--- src/rtl/pgchk_pkg.sv ---
package pgchk_pkg;
    localparam int STAT_W = 32;
    localparam int ATTR_W = 9;

    localparam logic [STAT_W-1:0] FS_NOXLATE = 32'h4000_0000;
    localparam logic [STAT_W-1:0] FS_DENIED  = 32'h0800_0000;
    localparam logic [STAT_W-1:0] FS_STORE   = 32'h0200_0000;
    localparam logic [STAT_W-1:0] FS_REFCHG  = 32'h0004_0000;

    localparam int AB_WR   = 1;
    localparam int AB_RD   = 2;
    localparam int AB_PRIV = 3;
    localparam int AB_NC   = 5;
    localparam int AB_CHG  = 7;
    localparam int AB_REF  = 8;

    typedef enum logic [1:0] {
        PS_IDLE,
        PS_CHECK,
        PS_GRANT,
        PS_FAULT
    } pstate_e;

    typedef struct packed {
        logic              store;
        logic              priv;
        logic [ATTR_W-1:0] attr;
        logic              nomap;
        logic              miss_hi;
    } req_ctl_t;
endpackage

--- src/rtl/perm_judge.sv ---
module perm_judge
    import pgchk_pkg::*;
#(
    parameter int AW = 64,
    parameter int PG = 12
) (
    input  req_ctl_t           ctl,
    input  logic [AW-1:0]      ea,
    output logic               ok,
    output logic [STAT_W-1:0]  stat,
    output logic [AW-1:0]      addr
);
    localparam int VW = AW - PG;

    logic [VW-1:0]     vpn_next;
    logic [STAT_W-1:0] st_bit;
    logic              may_access;
    logic              rc_good;

    assign vpn_next   = ea[AW-1:PG] + 1'b1;
    assign st_bit     = ctl.store ? FS_STORE : '0;
    assign may_access = (ctl.store ? ctl.attr[AB_WR] : ctl.attr[AB_RD])
                        && !(ctl.attr[AB_PRIV] && !ctl.priv);
    assign rc_good    = ctl.attr[AB_REF] && (!ctl.store || ctl.attr[AB_CHG]);

    always_comb begin
        ok   = 1'b0;
        stat = '0;
        addr = ea;
        if (ctl.nomap) begin
            stat = FS_NOXLATE | st_bit;
            if (ctl.miss_hi)
                addr = {vpn_next, {PG{1'b0}}};
        end else if (!may_access) begin
            stat = FS_DENIED | st_bit;
        end else if (!rc_good) begin
            stat = FS_REFCHG | st_bit;
        end else begin
            ok = 1'b1;
        end
    end
endmodule

--- src/rtl/fault_regs.sv ---
module fault_regs
    import pgchk_pkg::*;
#(
    parameter int AW = 64
) (
    input  logic              clk,
    input  logic              rst_n,
    input  logic              hw_load,
    input  logic [STAT_W-1:0] hw_stat,
    input  logic [AW-1:0]     hw_addr,
    input  logic              sw_we_stat,
    input  logic              sw_we_addr,
    input  logic [AW-1:0]     sw_wdata,
    output logic [STAT_W-1:0] stat_q,
    output logic [AW-1:0]     addr_q
);
    always_ff @(posedge clk) begin
        if (!rst_n) begin
            stat_q <= '0;
            addr_q <= '0;
        end else if (hw_load) begin
            stat_q <= hw_stat;
            addr_q <= hw_addr;
        end else begin
            if (sw_we_stat) stat_q <= sw_wdata[STAT_W-1:0];
            if (sw_we_addr) addr_q <= sw_wdata;
        end
    end
endmodule

--- src/rtl/pgchk_top.sv ---
module pgchk_top
    import pgchk_pkg::*;
#(
    parameter int AW = 64,
    parameter int PG = 12
) (
    input  logic              clk,
    input  logic              rst_n,
    input  logic              req_valid,
    output logic              req_ready,
    input  logic              req_store,
    input  logic              req_priv,
    input  logic [AW-1:0]     req_ea,
    input  logic [8:0]        req_attr,
    input  logic              req_nomap,
    input  logic              req_miss_hi,
    input  logic              sw_we_stat,
    input  logic              sw_we_addr,
    input  logic [AW-1:0]     sw_wdata,
    output logic              rsp_valid,
    output logic              rsp_ok,
    output logic              rsp_fault,
    output logic              rsp_nc,
    output logic [31:0]       fault_stat,
    output logic [AW-1:0]     fault_addr
);
    pstate_e           state_q, state_d;
    req_ctl_t          ctl_q;
    logic [AW-1:0]     ea_q;
    logic              v_ok;
    logic [STAT_W-1:0] v_stat;
    logic [AW-1:0]     v_addr;
    logic              rec_fault;

    // state register
    always_ff @(posedge clk) begin
        if (!rst_n) state_q <= PS_IDLE;
        else        state_q <= state_d;
    end

    // request capture
    always_ff @(posedge clk) begin
        if (!rst_n) begin
            ctl_q <= '0;
            ea_q  <= '0;
        end else if (state_q == PS_IDLE && req_valid) begin
            ctl_q <= '{store: req_store, priv: req_priv, attr: req_attr,
                       nomap: req_nomap, miss_hi: req_miss_hi};
            ea_q  <= req_ea;
        end
    end

    // next state
    always_comb begin
        state_d = state_q;
        unique case (state_q)
            PS_IDLE:  if (req_valid) state_d = PS_CHECK;
            PS_CHECK: state_d = v_ok ? PS_GRANT : PS_FAULT;
            PS_GRANT: state_d = PS_IDLE;
            PS_FAULT: state_d = PS_IDLE;
            default:  state_d = PS_IDLE;
        endcase
    end

    // outputs
    always_comb begin
        req_ready = 1'b0;
        rsp_valid = 1'b0;
        rsp_ok    = 1'b0;
        rsp_fault = 1'b0;
        rsp_nc    = 1'b0;
        rec_fault = 1'b0;
        unique case (state_q)
            PS_IDLE:  req_ready = 1'b1;
            PS_CHECK: rec_fault = !v_ok;
            PS_GRANT: begin
                rsp_valid = 1'b1;
                rsp_ok    = 1'b1;
                rsp_nc    = ctl_q.attr[AB_NC];
            end
            PS_FAULT: begin
                rsp_valid = 1'b1;
                rsp_fault = 1'b1;
            end
            default: ;
        endcase
    end

    perm_judge #(.AW(AW), .PG(PG)) u_judge (
        .ctl  (ctl_q),
        .ea   (ea_q),
        .ok   (v_ok),
        .stat (v_stat),
        .addr (v_addr)
    );

    fault_regs #(.AW(AW)) u_regs (
        .clk        (clk),
        .rst_n      (rst_n),
        .hw_load    (rec_fault),
        .hw_stat    (v_stat),
        .hw_addr    (v_addr),
        .sw_we_stat (sw_we_stat),
        .sw_we_addr (sw_we_addr),
        .sw_wdata   (sw_wdata),
        .stat_q     (fault_stat),
        .addr_q     (fault_addr)
    );
endmodule

--- config.mk ---
export PLATFORM = sky130hd
export DESIGN_NAME = pgchk_top
export DESIGN_NICKNAME = d
export VERILOG_FILES = /design/src/rtl/pgchk_pkg.sv /design/src/rtl/perm_judge.sv /design/src/rtl/fault_regs.sv /design/src/rtl/pgchk_top.sv
export SDC_FILE = /design/constraint.sdc
export NUM_CORES = 1
export LEC_CHECK = 0
export BUFFER_PORTS_ARGS = -buffer_cell sky130_fd_sc_hd__buf_2
export CAP_MARGIN = 20
export CELL_PAD_IN_SITES_DETAIL_PLACEMENT = 0
export CELL_PAD_IN_SITES_GLOBAL_PLACEMENT = 1
export CORE_MARGIN = 1
export CORE_UTILIZATION = 33
export DETAILED_ROUTE_END_ITERATION = 7
export GPL_ROUTABILITY_DRIVEN = 0
export PLACE_DENSITY_LB_ADDON = 0.1
export REMOVE_ABC_BUFFERS = 1
export SKIP_CTS_REPAIR_TIMING = 1
export SYNTH_ARGS = -nofsm -noshare
export SYNTH_HDL_FRONTEND = slang
export SYNTH_SLANG_ARGS = --single-unit
--- constraint.sdc ---
create_clock -name clk -period 2.1 [get_ports clk]
set_clock_uncertainty 0.05 [all_clocks]
set_input_delay 0.42 -clock clk [delete_from_list [all_inputs] [get_ports clk]]
set_output_delay 0.42 -clock clk [all_outputs]
set_load 0.01 [all_outputs]
-- Word-level counts from Yosys, hierarchy flattened
Index checks and enable logic that the tools add are counted.
- memory bits (writable): 0
- input bits: 146
- logic and storage cells: 50
- output and inout port bits: 101
- bits in latches: 0
- bits in registers: 175
- bits in read-only memories: 0
- memories: 0
- $mul: 0
- muxes and demuxes: 23
- eq/ne operators: 4
- $add $sub $neg: 1
- div/mod/pow operators: 0
- bitwise gates (word level): 0
- magnitude comparators: 0
- reductions and logical operators: 13
- shifts and indexed selects: 0
- operators with widths (operator ; number):
    $mux W64 ; 4
    $mux W32 ; 5
    $add A52 B1 Y52 const B ; 1
    $mux W26 ; 1
    $mux W1 ; 11
    $pmux W2 S3 ; 1
    $eq A2 B2 Y1 const B ; 2
    $logic_and A1 B1 Y1 ; 4
    $logic_not A1 Y1 ; 4
    $reduce_bool A2 Y1 ; 2
    $eq A2 B1 Y1 const B ; 1
    $logic_not A2 Y1 ; 1
    $mux W2 ; 1
    $ne A2 B2 Y1 const B ; 1
    $reduce_or A2 Y1 ; 1
    $logic_or A1 B1 Y1 ; 1

-- Depth between registers and ports, before layout
- word-level depth: 9
- depth in mapped cells: 8
- gate-level depth less buffers: 7

-- By module
From an unflattened synthesis, not the netlist that was laid out.
- cells, all modules: 1003
- area total of the unflattened synthesis: 9877.0 um^2
- by module, submodules not included (module ; sequential area each (um^2) ; times used ; area each (um^2) ; cells an instance):
    fault_regs ; 1921.8 ; 1 ; 5156.2 ; 427
    pgchk_top ; 1581.5 ; 1 ; 3191.8 ; 348
    perm_judge ; 0.0 ; 1 ; 1529.0 ; 228

-- Worst setup path before layout
No wires, ideal clock.
- path type: register to register
- start: register ea_q[12]
- end: register u_regs.addr_q[56]
- clock period less this slack: 1.941 ns
- library setup time: 0.070 ns
- stages on the path, launching flop included: 9
- required time: 1.980 ns
- path slack: 0.159 ns
- arrival time: 1.821 ns
- cells stage by stage: dfxtp_1 > ha_1 > nand3_1 > or3_4 > nor2_4 > buf_4 > nand4_1 > xor2_1 > a21oi_1
- word-level cells in the longest chain between the ends: 4
- RTL lines (what ; line ; source):
    from (decl) ; pgchk_top.sv:29 ; logic [AW-1:0] ea_q;
    from (signal assigned) ; pgchk_top.sv:49 ; ea_q <= req_ea;
    $add A52 B1 Y52 ; perm_judge.sv:20 ; assign vpn_next = ea[AW-1:PG] + 1'b1;
    $mux W64 ; perm_judge.sv:32 ; if (ctl.miss_hi)
    $mux W64 ; perm_judge.sv:30 ; if (ctl.nomap) begin
    $mux W64 ; fault_regs.sv:21 ; end else if (hw_load) begin
    to (signal assigned) ; fault_regs.sv:23 ; addr_q <= hw_addr;
    to (signal assigned) ; fault_regs.sv:26 ; if (sw_we_addr) addr_q <= sw_wdata;
    to (decl) ; fault_regs.sv:15 ; output logic [AW-1:0] addr_q
No other way between the ends.
A chain may end at the register's enable or synchronous reset.

-- Final worst setup path
- start: register ea_q[17]
- end: register u_regs.addr_q[63]
The elaborated chain is that of the path after synthesis.

==> metrics.md <==
| Metric | Value |
|---|---|
| Fmax | 506 MHz |
| Yosys reg bits | 172 |
| Slew Limit Headroom | 0.705 |
| Tot GR Track Use | 0.193 |
| Post-layout net count | 1,292 |
| Number of clock sinks | roughly 170 |
| Synth Area per Inst | 8.47 sq um |
| VDD IR max | 435 uV |
| Die area | 23,800 sq um |
| Area after DPL | roughly 9400 sq um |
| First-pass GRT wire length | 36,200 microns |
| Rows | 55 |
| Final wirelength | 22,600 microns |
| Initial antenna violation count | 4 |
| Register area share after synthesis | 0.450 |
| RSZ-0062 raised after global routing | false |
| Pin count of the biggest net entering global routing | 76 |
| Avg WL per Cell | 15.6 microns |
| WS Path Type | flip-flop to flip-flop |
| Worst hold path type | input pin to flip-flop |
| Pins Over Slew Limit | 0 |
| Design Power | 8340 uW |
| Post-Place Cells | 1,411 |
| H-tree depth | 4 |
| Vias in the first global route | 6,748 |
| Routed via count | around 6,900 |
| Final setup viols | 0 |
| Share of layout cells above drive strength 1 | 0.322 |
| Die Y | 154 microns |
| Area leader, netlist | dfxtp_1 |
| Ys Warns | 0 |
| Leakage | 0.00451 uW |
| Layout area overhead | 31.6% |
| Post-route core utilization | 0.443 |
| Post-route design area | 10,100 sq um |
| Clock Latency Late Sink | 0.42 ns |
| Routed Antenna Nets | 0 |
| CP max FO | 6 |
| Cell chain of the critical path | nand4_2, or3_4, nor2_8, nand3_4, or3_1, a31oi_1 |
| Post-synth top area share | 0.450 |
| Hpwl dp | 15,400 microns |
| Critical path's largest stage delay | 0.49 ns |
| Initial Util | 0.337 |
| Final hold vios | 0 |
| Vias per cell | 4.80 |
| Distinct cells, synth | 45 |
| Crit path time final | just under 2 ns |
| Crit share post-route | 0.941 |
| Drt pass-1 iters | 4 |
| Crit start category | flip-flop |
| Pwr dens | 828 nW/um^2 |
| Post-Syn Instances | 904 |
| I/O pins | 247 |
| Largest cells by area after synthesis | dfxtp_1 (45%), nand2_1 (8.4%), a21oi_1 (7.4%), mux2i_1 (6.7%), mux2_2 (5.3%) |
| Port Buf Inserts | 243 |
| Clock tree root driver cell | clkbuf_16 |
| FFs w/ async S/R, synth | 0 |
| Fillers | roughly 2,400 |
| DR iter-0 viols | ~380 |
| Status | completed |
| Core Area | 22,700 sq um |
| CTS clk-pin slew, worst paths | 0.07 ns |
| Most common cell in the netlist | dfxtp_1 |
| TritonCTS Buffers | 17 |
| CTS tree | done |
| CTS max path bufs | 2 |
| Die X | 154 microns |
| Grt total ovfl | 0 |
| Required @ worst endpoint | around 2.4 ns |
| Crit path capture type | flip-flop |
| Synthesized area | 7650 sq um |
| Final non-filler cell total | around 1,400 |
| Worst Path Arrival | 2.28 ns |
| Residual DRC | 0 |
| Critical-path top delay cell | or3_4 |
| Top FF cell, synth | dfxtp_1 |
| Final setup TNS | 0 ns |
| EDFF count, synth | 0 |
| Slew at the pin with the worst max-slew slack | 0.438 ns |
| Max-cap violations | 0 |
| Synth top cells by count | dfxtp_1 (172), nand2_1 (171), a21oi_1 (113) |
state kept, by name, summed over array words and instances (netlist names):
name and count:
ea_q 64, u_regs.addr_q 64, u_regs.stat_q 32, ctl_q 10
state_q 2
metal layers:
layer / track usage / up-vias / share of wire
met5: 0 / - / 0.00097
met4: 0.0457 / 4 / 0.010
met3: 0.0465 / 22 / 0.047
met2: 0.322 / 153 / 0.46
met1: 0.252 / 3165 / 0.48
li1: - / 3591 / -
report_power, final:
group | leakage (uW) | internal (uW) | switching [uW]
Clock | 0.000286 | 1860 | 1390
Combinational | 0.00280 | 620 | 767
Sequential | 0.00142 | 3540 | 160
Total | 0.00451 | 6020 | 2320
metrics by stage:
| stage | setup WS (ns) | hold slack [ns] |
|---|---|---|
| after floorplan | -1.63 | 0.382 |
| after global placement | 0.0901 | 0.391 |
| after detailed placement | 0.0706 | 0.393 |
| after CTS | 0.0523 | 0.155 |
| after global routing | 0.00452 | 0.162 |
| final | 0.124 | 0.174 |
layout by cell type (no fill, tap or decap), types with 4 or more instances in the layout:
cell type and count:
buf_12 10, a211oi_1 19, dfxtp_1 171, a31oi_1 14
xnor2_1 13, buf_4 36, nand4_1 15, clkbuf_16 17
and2_1 6, nor2b_1 9, nor3_1 6, inv_1 7
mux2i_1 51, o21ai_0 40, a21oi_1 113, inv_6 4
mux2_2 36, nand3_1 17, xor2_1 36, nor2_1 73
clkinvlp_4 4, buf_2 242, and4_1 5, nand2_1 170
and3_1 5
kinds of logic (layout without fill, tap and decap cells):
kind of cell,after synthesis,after routing,synth area share
AND/OR/NAND/NOR,327,327,0.195
AO/OA/AOI/OAI,194,194,0.140
flip-flops,172,172,0.450
adder cells (fa/ha/maj),1,1,0.00163
other,0,2,0
XOR/XNOR,49,49,0.0561
multiplexers,87,87,0.120
buffers and inverters,74,328,0.0383
layout make-up:
class | instances | area [sq um] | share of cell area
multi-input combinational | 658 | 3950 | 0.392
timing repair buffer | 288 | 1680 | 0.167
inverter | 8 | 32.5 | 0.00323
clock buffer | 20 | 467 | 0.0463
antenna | 2 | 5.00 | 0.000497
tap | 285 | 357 | 0.0354
clock inverter | 12 | 135 | 0.0134
sequential | 172 | 3440 | 0.342
final timing paths:
| check | cells past startpoint | end | slack (ns) | startpoint |
|---|---|---|---|---|
| setup / recovery | 6 | u_regs.addr_q[63] | 0.12 | ea_q[17] |
| hold / removal | 3 | ea_q[45] | 0.17 | req_ea[45] |
| setup reg to reg | 6 | u_regs.addr_q[63] | 0.12 | ea_q[17] |
| hold reg to reg | 2 | ctl_q[10] | 0.40 | ctl_q[10] |
critical path, delay by kind of cell, from the launching register on:
family,cells,cell delay (ns)
flip-flops,1,0.38
AO/OA/AOI/OAI,1,0.16
AND/OR/NAND/NOR,5,1.32
(Power assumes the default switching activity.)
